### src/rtl/txg_pkg.sv
package txg_pkg;

    // Registered outputs of the interrupt and tri-state stage.
    typedef struct packed {
        logic irq;
        logic hiz;
    } ctrl_state_t;

    // Reset value: driver tri-stated, no interrupt pending.
    localparam ctrl_state_t CTRL_RESET = '{irq: 1'b0, hiz: 1'b1};

endpackage

### src/rtl/txg_edge_sync.sv
module txg_edge_sync #(
    parameter int STAGES = 2
) (
    input  logic clk,
    input  logic rst,
    input  logic async_in,
    output logic edge_seen
);
    localparam int LAST = STAGES - 1;

    typedef struct packed {
        logic [LAST:0] chain;
        logic          prev;
    } sync_state_t;

    sync_state_t st_d, st_q;

    always_comb begin
        st_d       = st_q;
        st_d.chain = {st_q.chain[LAST-1:0], async_in};
        st_d.prev  = st_q.chain[LAST];
    end

    always_ff @(posedge clk or posedge rst) begin
        if (rst) begin
            st_q <= '0;
        end else begin
            st_q <= st_d;
        end
    end

    // Activity: the synchronised level differs from the level one cycle earlier.
    assign edge_seen = st_q.chain[LAST] ^ st_q.prev;

endmodule

### src/rtl/txg_stuck_timer.sv
module txg_stuck_timer #(
    parameter int LIMIT = 70
) (
    input  logic clk,
    input  logic rst,
    input  logic edge_seen,
    output logic missing,
    output logic missing_rise
);
    localparam int CW = $clog2(LIMIT + 1);
    localparam logic [CW-1:0] CNT_MAX = CW'(LIMIT);

    typedef struct packed {
        logic [CW-1:0] cnt;
        logic          miss;
    } tmr_state_t;

    tmr_state_t st_d, st_q;

    always_comb begin
        st_d = st_q;
        if (edge_seen) begin
            st_d.cnt  = '0;
            st_d.miss = 1'b0;
        end else begin
            if (st_q.cnt == CNT_MAX) begin
                st_d.miss = 1'b1;
            end else begin
                st_d.cnt = st_q.cnt + 1'b1;
            end
        end
    end

    always_ff @(posedge clk or posedge rst) begin
        if (rst) begin
            st_q.cnt  <= '0;
            st_q.miss <= 1'b1;
        end else begin
            st_q <= st_d;
        end
    end

    assign missing      = st_q.miss;
    assign missing_rise = st_d.miss & ~st_q.miss;

endmodule

### src/rtl/txg_drv_ctrl.sv
module txg_drv_ctrl
    import txg_pkg::*;
(
    input  logic clk,
    input  logic rst,
    input  logic missing,
    input  logic missing_rise,
    input  logic tz_pin,
    input  logic tz_bit,
    input  logic mclk_lost,
    input  logic tx_pdn,
    input  logic rloop_mode,
    input  logic int_pat_mode,
    input  logic irq_mask,
    input  logic irq_clr,
    output logic irq,
    output logic hiz
);
    ctrl_state_t st_d, st_q;
    logic        force_off;
    logic        miss_off;

    always_comb begin
        force_off = tz_pin | tz_bit | mclk_lost | tx_pdn;
        miss_off  = missing & ~rloop_mode & ~int_pat_mode;
        st_d      = st_q;
        st_d.hiz  = force_off | miss_off;
        // A new missing event takes priority over a simultaneous clear.
        st_d.irq  = (st_q.irq & ~irq_clr) | (missing_rise & ~irq_mask);
    end

    always_ff @(posedge clk or posedge rst) begin
        if (rst) begin
            st_q <= CTRL_RESET;
        end else begin
            st_q <= st_d;
        end
    end

    assign irq = st_q.irq;
    assign hiz = st_q.hiz;

endmodule

### src/rtl/txclk_guard.sv
module txclk_guard #(
    parameter int SYNC_STAGES = 2,
    parameter int STUCK_LIMIT = 70
) (
    input  logic mclk,
    input  logic rst,
    input  logic tclk_in,
    input  logic tz_pin,
    input  logic tz_bit,
    input  logic mclk_lost,
    input  logic tx_pdn,
    input  logic rloop_mode,
    input  logic int_pat_mode,
    input  logic irq_mask,
    input  logic irq_clr,
    output logic tclk_missing,
    output logic tclk_irq,
    output logic drv_hiz
);
    logic edge_seen;
    logic miss;
    logic miss_rise;

    txg_edge_sync #(.STAGES(SYNC_STAGES)) u_sync (
        .clk       (mclk),
        .rst       (rst),
        .async_in  (tclk_in),
        .edge_seen (edge_seen)
    );

    txg_stuck_timer #(.LIMIT(STUCK_LIMIT)) u_timer (
        .clk          (mclk),
        .rst          (rst),
        .edge_seen    (edge_seen),
        .missing      (miss),
        .missing_rise (miss_rise)
    );

    txg_drv_ctrl u_ctrl (
        .clk          (mclk),
        .rst          (rst),
        .missing      (miss),
        .missing_rise (miss_rise),
        .tz_pin       (tz_pin),
        .tz_bit       (tz_bit),
        .mclk_lost    (mclk_lost),
        .tx_pdn       (tx_pdn),
        .rloop_mode   (rloop_mode),
        .int_pat_mode (int_pat_mode),
        .irq_mask     (irq_mask),
        .irq_clr      (irq_clr),
        .irq          (tclk_irq),
        .hiz          (drv_hiz)
    );

    assign tclk_missing = miss;

endmodule

### config.mk
export PLATFORM = sky130hd
export DESIGN_NAME = txclk_guard
export DESIGN_NICKNAME = d
export VERILOG_FILES = /design/src/rtl/txg_pkg.sv /design/src/rtl/txg_edge_sync.sv /design/src/rtl/txg_stuck_timer.sv /design/src/rtl/txg_drv_ctrl.sv /design/src/rtl/txclk_guard.sv
export SDC_FILE = /design/constraint.sdc
export NUM_CORES = 1
export LEC_CHECK = 0
export ABC_CLOCK_PERIOD_IN_PS = 1500
export CAP_MARGIN = 40
export CORE_AREA = 3 3 40 42
export DETAILED_ROUTE_END_ITERATION = 16
export DIE_AREA = 0 0 43 45
export DONT_BUFFER_PORTS = 1
export PLACE_DENSITY = 0.67
export SYNTH_ARGS = -nofsm -noshare
export SYNTH_HDL_FRONTEND = slang
export SYNTH_SLANG_ARGS = --single-unit
### constraint.sdc
create_clock -name mclk -period 1.5 [get_ports mclk]
set_clock_uncertainty 0.05 [all_clocks]
set_input_delay 0.3 -clock mclk [delete_from_list [all_inputs] [get_ports mclk]]
set_output_delay 0.3 -clock mclk [all_outputs]
set_load 0.01 [all_outputs]
==> metrics.md <==
| Metric | Value |
|---|---|
| Final Hold Viols | `0` |
| Layout Cell Area excl Fill | `672 um2` |
| PostCTS Resize Cnt | `0` |
| Worst Hold Depth | `1` |
| Setup slack at placement | `0.140 ns` |
| CP max stage delay | `0.41 ns` |
| R2R cell count | `4` |
| CP cell instances | `ha_1 -> nand3_2 -> or3_1 -> a21oi_2` |
| Synth Cell Area | `599 um2` |
| Final setup TNS | `0 ns` |
| Syn Area/Cell | `11.1 um2` |
| Ports | `14` |
| Worst Slack Setup Final | `0.144 ns` |
| H-tree depth | `1` |
| Clock-pin slew on the worst setup and hold paths | `0.08 ns` |
| Gate Count Post-Synth | `54` |
| Die Span Y | `45 um` |
| Placed Area | `626 um2` |
| Pwr dens | `989 nW/um2` |
| Row count | `13` |
| Hold Crit Class | `in -> reg` |
| Max-slew violation count | `0` |
| Slew @ Worst Pin | `0.491 ns` |
| First-pass GRT wire length | `1620 um` |
| Slowest-stage cell, CP | `dfrtp_1` |
| # fillers | `114` |
| Clk buf depth | `2` |
| Net switching power | `164 uW` |
| Nets | `75` |
| Fmax | `737 MHz` |
| Reg area | `328 um2` |
| Clock Power Share | `31.5%` |
| Total CTS buffers | `3` |
| Slew HR | `67.2%` |
| Area contributors post-synth | `dfrtp_1 (46%), dfstp_2 (8.8%), xor2_1 (4.4%)` |
| Critical Path Sink Type | `flop` |
| Post-route DRC | `0` |
| Synth Register Bits | `13` |
| CP bufs+invs | `0` |
| Crit path kind | `reg -> reg` |
| Core Util, Final | `52.3%` |
| Setup crit start kind | `flop` |
| Vias | `417` |
| Multi-input logic area | `264 um2` |
| Fraction of layout cells with a size suffix above 1 | `14.8%` |
| Post-CTS setup buffers | `0` |
| Ys Warns | `0` |
| Worst VDD drop | `0.561 mV` |
| Clock Sinks | `13` |
| Worst-Skew Late Latency | `0.28 ns` |
| Die Area | `1940 um2` |
| Finished Layout Cells | `76` |
| P_leak | `0.279 nW` |
| CTS tree | `yes` |
| Area leader, netlist | `dfrtp_1` |
| CORE AREA | `1280 um2` |
| Vias in the first global route | `391` |
| Post-synth top area share | `45.9%` |
| Detail Placement HPWL | `741 um` |
| CP Data Required Time | `1.66 ns` |
| I/O Buffers | `0` |
| Status | `completed` |
| Crit path DAT | `1.52 ns` |
| Mapped Nets | `67` |
| First DRT Iteration DRCs | `6` |
| Final setup vio count | `0` |
| Post-layout minimum cycle time | `1.36 ns` |
| Final period util | `90.4%` |
| Unrepaired setup endpoints after global routing | `false` |
| Seq/Total Area, Yosys | `54.7%` |
| Overflow after GRT | `0` |
| Crit path max fanout | `5` |
| Detailed Routing Iterations Pass 1 | `3` |
| Routed len/inst | `14.1 um` |
| Unique cell type count in the Yosys netlist | `25` |
| Power Internal | `501 uW` |
| Worst path depth | `4` |
| Initial antenna violation count | `0` |
| Initial Util | `46.6%` |
| Final ANT Viol Nets | `0` |
| Vias per cell | `5.49` |
| Area grow syn2layout | `12.1%` |
| Final wirelength | `1070 um` |
| Placed Instances | `70` |
| Pin count of the biggest net entering global routing | `14` |
| Root buf cell | `clkbuf_4` |
| Comb pwr share | `9.9%` |
| Routability Congestion | `0.821` |
| Antenna cells | `0` |
| Flop pwr share | `58.7%` |
| Top Family by Delay on Critical Path | `simple AND/OR/NAND/NOR gates` |
| Die X | `43 um` |
| Total GRT Usage | `12.4%` |
| Net Sw Frac | `24.7%` |
| Total of max-cap violations | `0` |
[power groups by stage]
stage	Sequential [mW]	Combinational, mW	Clock [mW]
2_1_floorplan	0.392	0.0476	0
3_3_place_gp	0.396	0.0620	0
3_5_place_dp	0.397	0.0628	0
4_1_cts	0.390	0.0671	0.215
5_1_grt	0.393	0.0740	0.237
6_report	0.390	0.0657	0.209
[layout by cell type (no fill, tap or decap), types with 2 or more instances in the layout]
cell and count:
nand2b_1 2, dlygate4sd3_1 2, nand2_1 5, ha_1 2, inv_1 2, nor3_1 3, dfstp_2 2, dfrtp_1 11
nor2_1 3, or3_1 2, clkbuf_4 3, nand3_1 2, o21ai_0 3, a21oi_1 2, xor2_1 3
[final timing paths]
| kind | from | to | slack [ns] |
|---|---|---|---|
| max reg2reg | u_timer.st_q[1] | u_timer.st_q[7] | 0.14 |
| min in group asynchronous | rst | u_timer.st_q[6] | 0.43 |
| max in group asynchronous | rst | u_ctrl.hiz | 0.62 |
| max | u_timer.st_q[1] | u_timer.st_q[7] | 0.14 |
| min reg2reg | u_sync.st_d[2] | u_sync.st_d[0] | 0.31 |
| min | irq_mask | u_ctrl.irq | 0.05 |
[registers in the layout, indices dropped and copies added (netlist names)]
name	cells
u_sync.st_q	1
u_ctrl.hiz	1
u_timer.missing	1
u_ctrl.irq	1
u_timer.st_q	7
u_sync.st_d	2
[logic make-up (layout without fill, tap and decap cells)]
kind of cell               Yosys count  in the layout  synth area share, %
xor gates and xnor gates             4              4                 5.85
adders and majority gates            2              2                 4.17
DFF                                 13             13                 54.7
and+or+nand+nor                     23             23                 22.1
buffers and inverters                2              9                 1.25
AOI/OAI and AO/OA                   10             10                 11.9
[synthesized netlist by cell type]
| library cell | count |
|---|---|
| o31ai_1 | 1 |
| nor2b_1 | 1 |
| nand2_1 | 5 |
| dfrtp_1 | 11 |
| o21a_1 | 1 |
| nand2b_1 | 2 |
| nand4bb_1 | 1 |
| o21ai_0 | 3 |
| dfstp_2 | 2 |
| inv_1 | 2 |
| or3_1 | 2 |
| xor2_1 | 3 |
| a21oi_2 | 1 |
| a21oi_1 | 2 |
| nand3_2 | 1 |
| nand3_1 | 2 |
| xnor2_1 | 1 |
| ha_1 | 2 |
| a31oi_1 | 1 |
| and4bb_1 | 1 |
| nor2_1 | 3 |
| o41ai_2 | 1 |
| nor4_1 | 1 |
| nor3_1 | 3 |
| nand4_1 | 1 |
[worst register-to-register path, delay by kind of cell, from the launching register on]
kind | cells | cell delay [ns]
flops | 1 | 0.41
simple gates | 2 | 0.49
fa+ha+maj | 1 | 0.22
compound gates | 1 | 0.14
[metal layers]
metal | routed length (um) | track usage [%]
met1 | 452 | 12.2
met2 | 544 | 20.4
met3 | 52 | 7.17
met4 | 21 | 7.23
met5 | 0 | 0
[per-stage QoR]
step	total power [mW]	hold slack [ns]
3_3_place_gp	0.458	0.179
6_report	0.665	0.0528
2_1_floorplan	0.440	0.126
3_5_place_dp	0.459	0.190
4_1_cts	0.672	0.0526
5_1_grt	0.704	0.0413
[cell type report]
cell class	instances	share of cell area, %
clock buffer	4	3.91
inverter	2	1.12
multi-input combinational	39	39.3
sequential	13	48.8
tap	15	2.79
timing repair buffer	3	4.10
[repair_timing]
| item | CTS | global route |
|---|---|---|
| endpoints found under the hold margin | 12 | 0 |
| hold buffers | 2 | 0 |
| setup endpoints to repair | 0 | 0 |
Power figures use the tool's default switching activity.
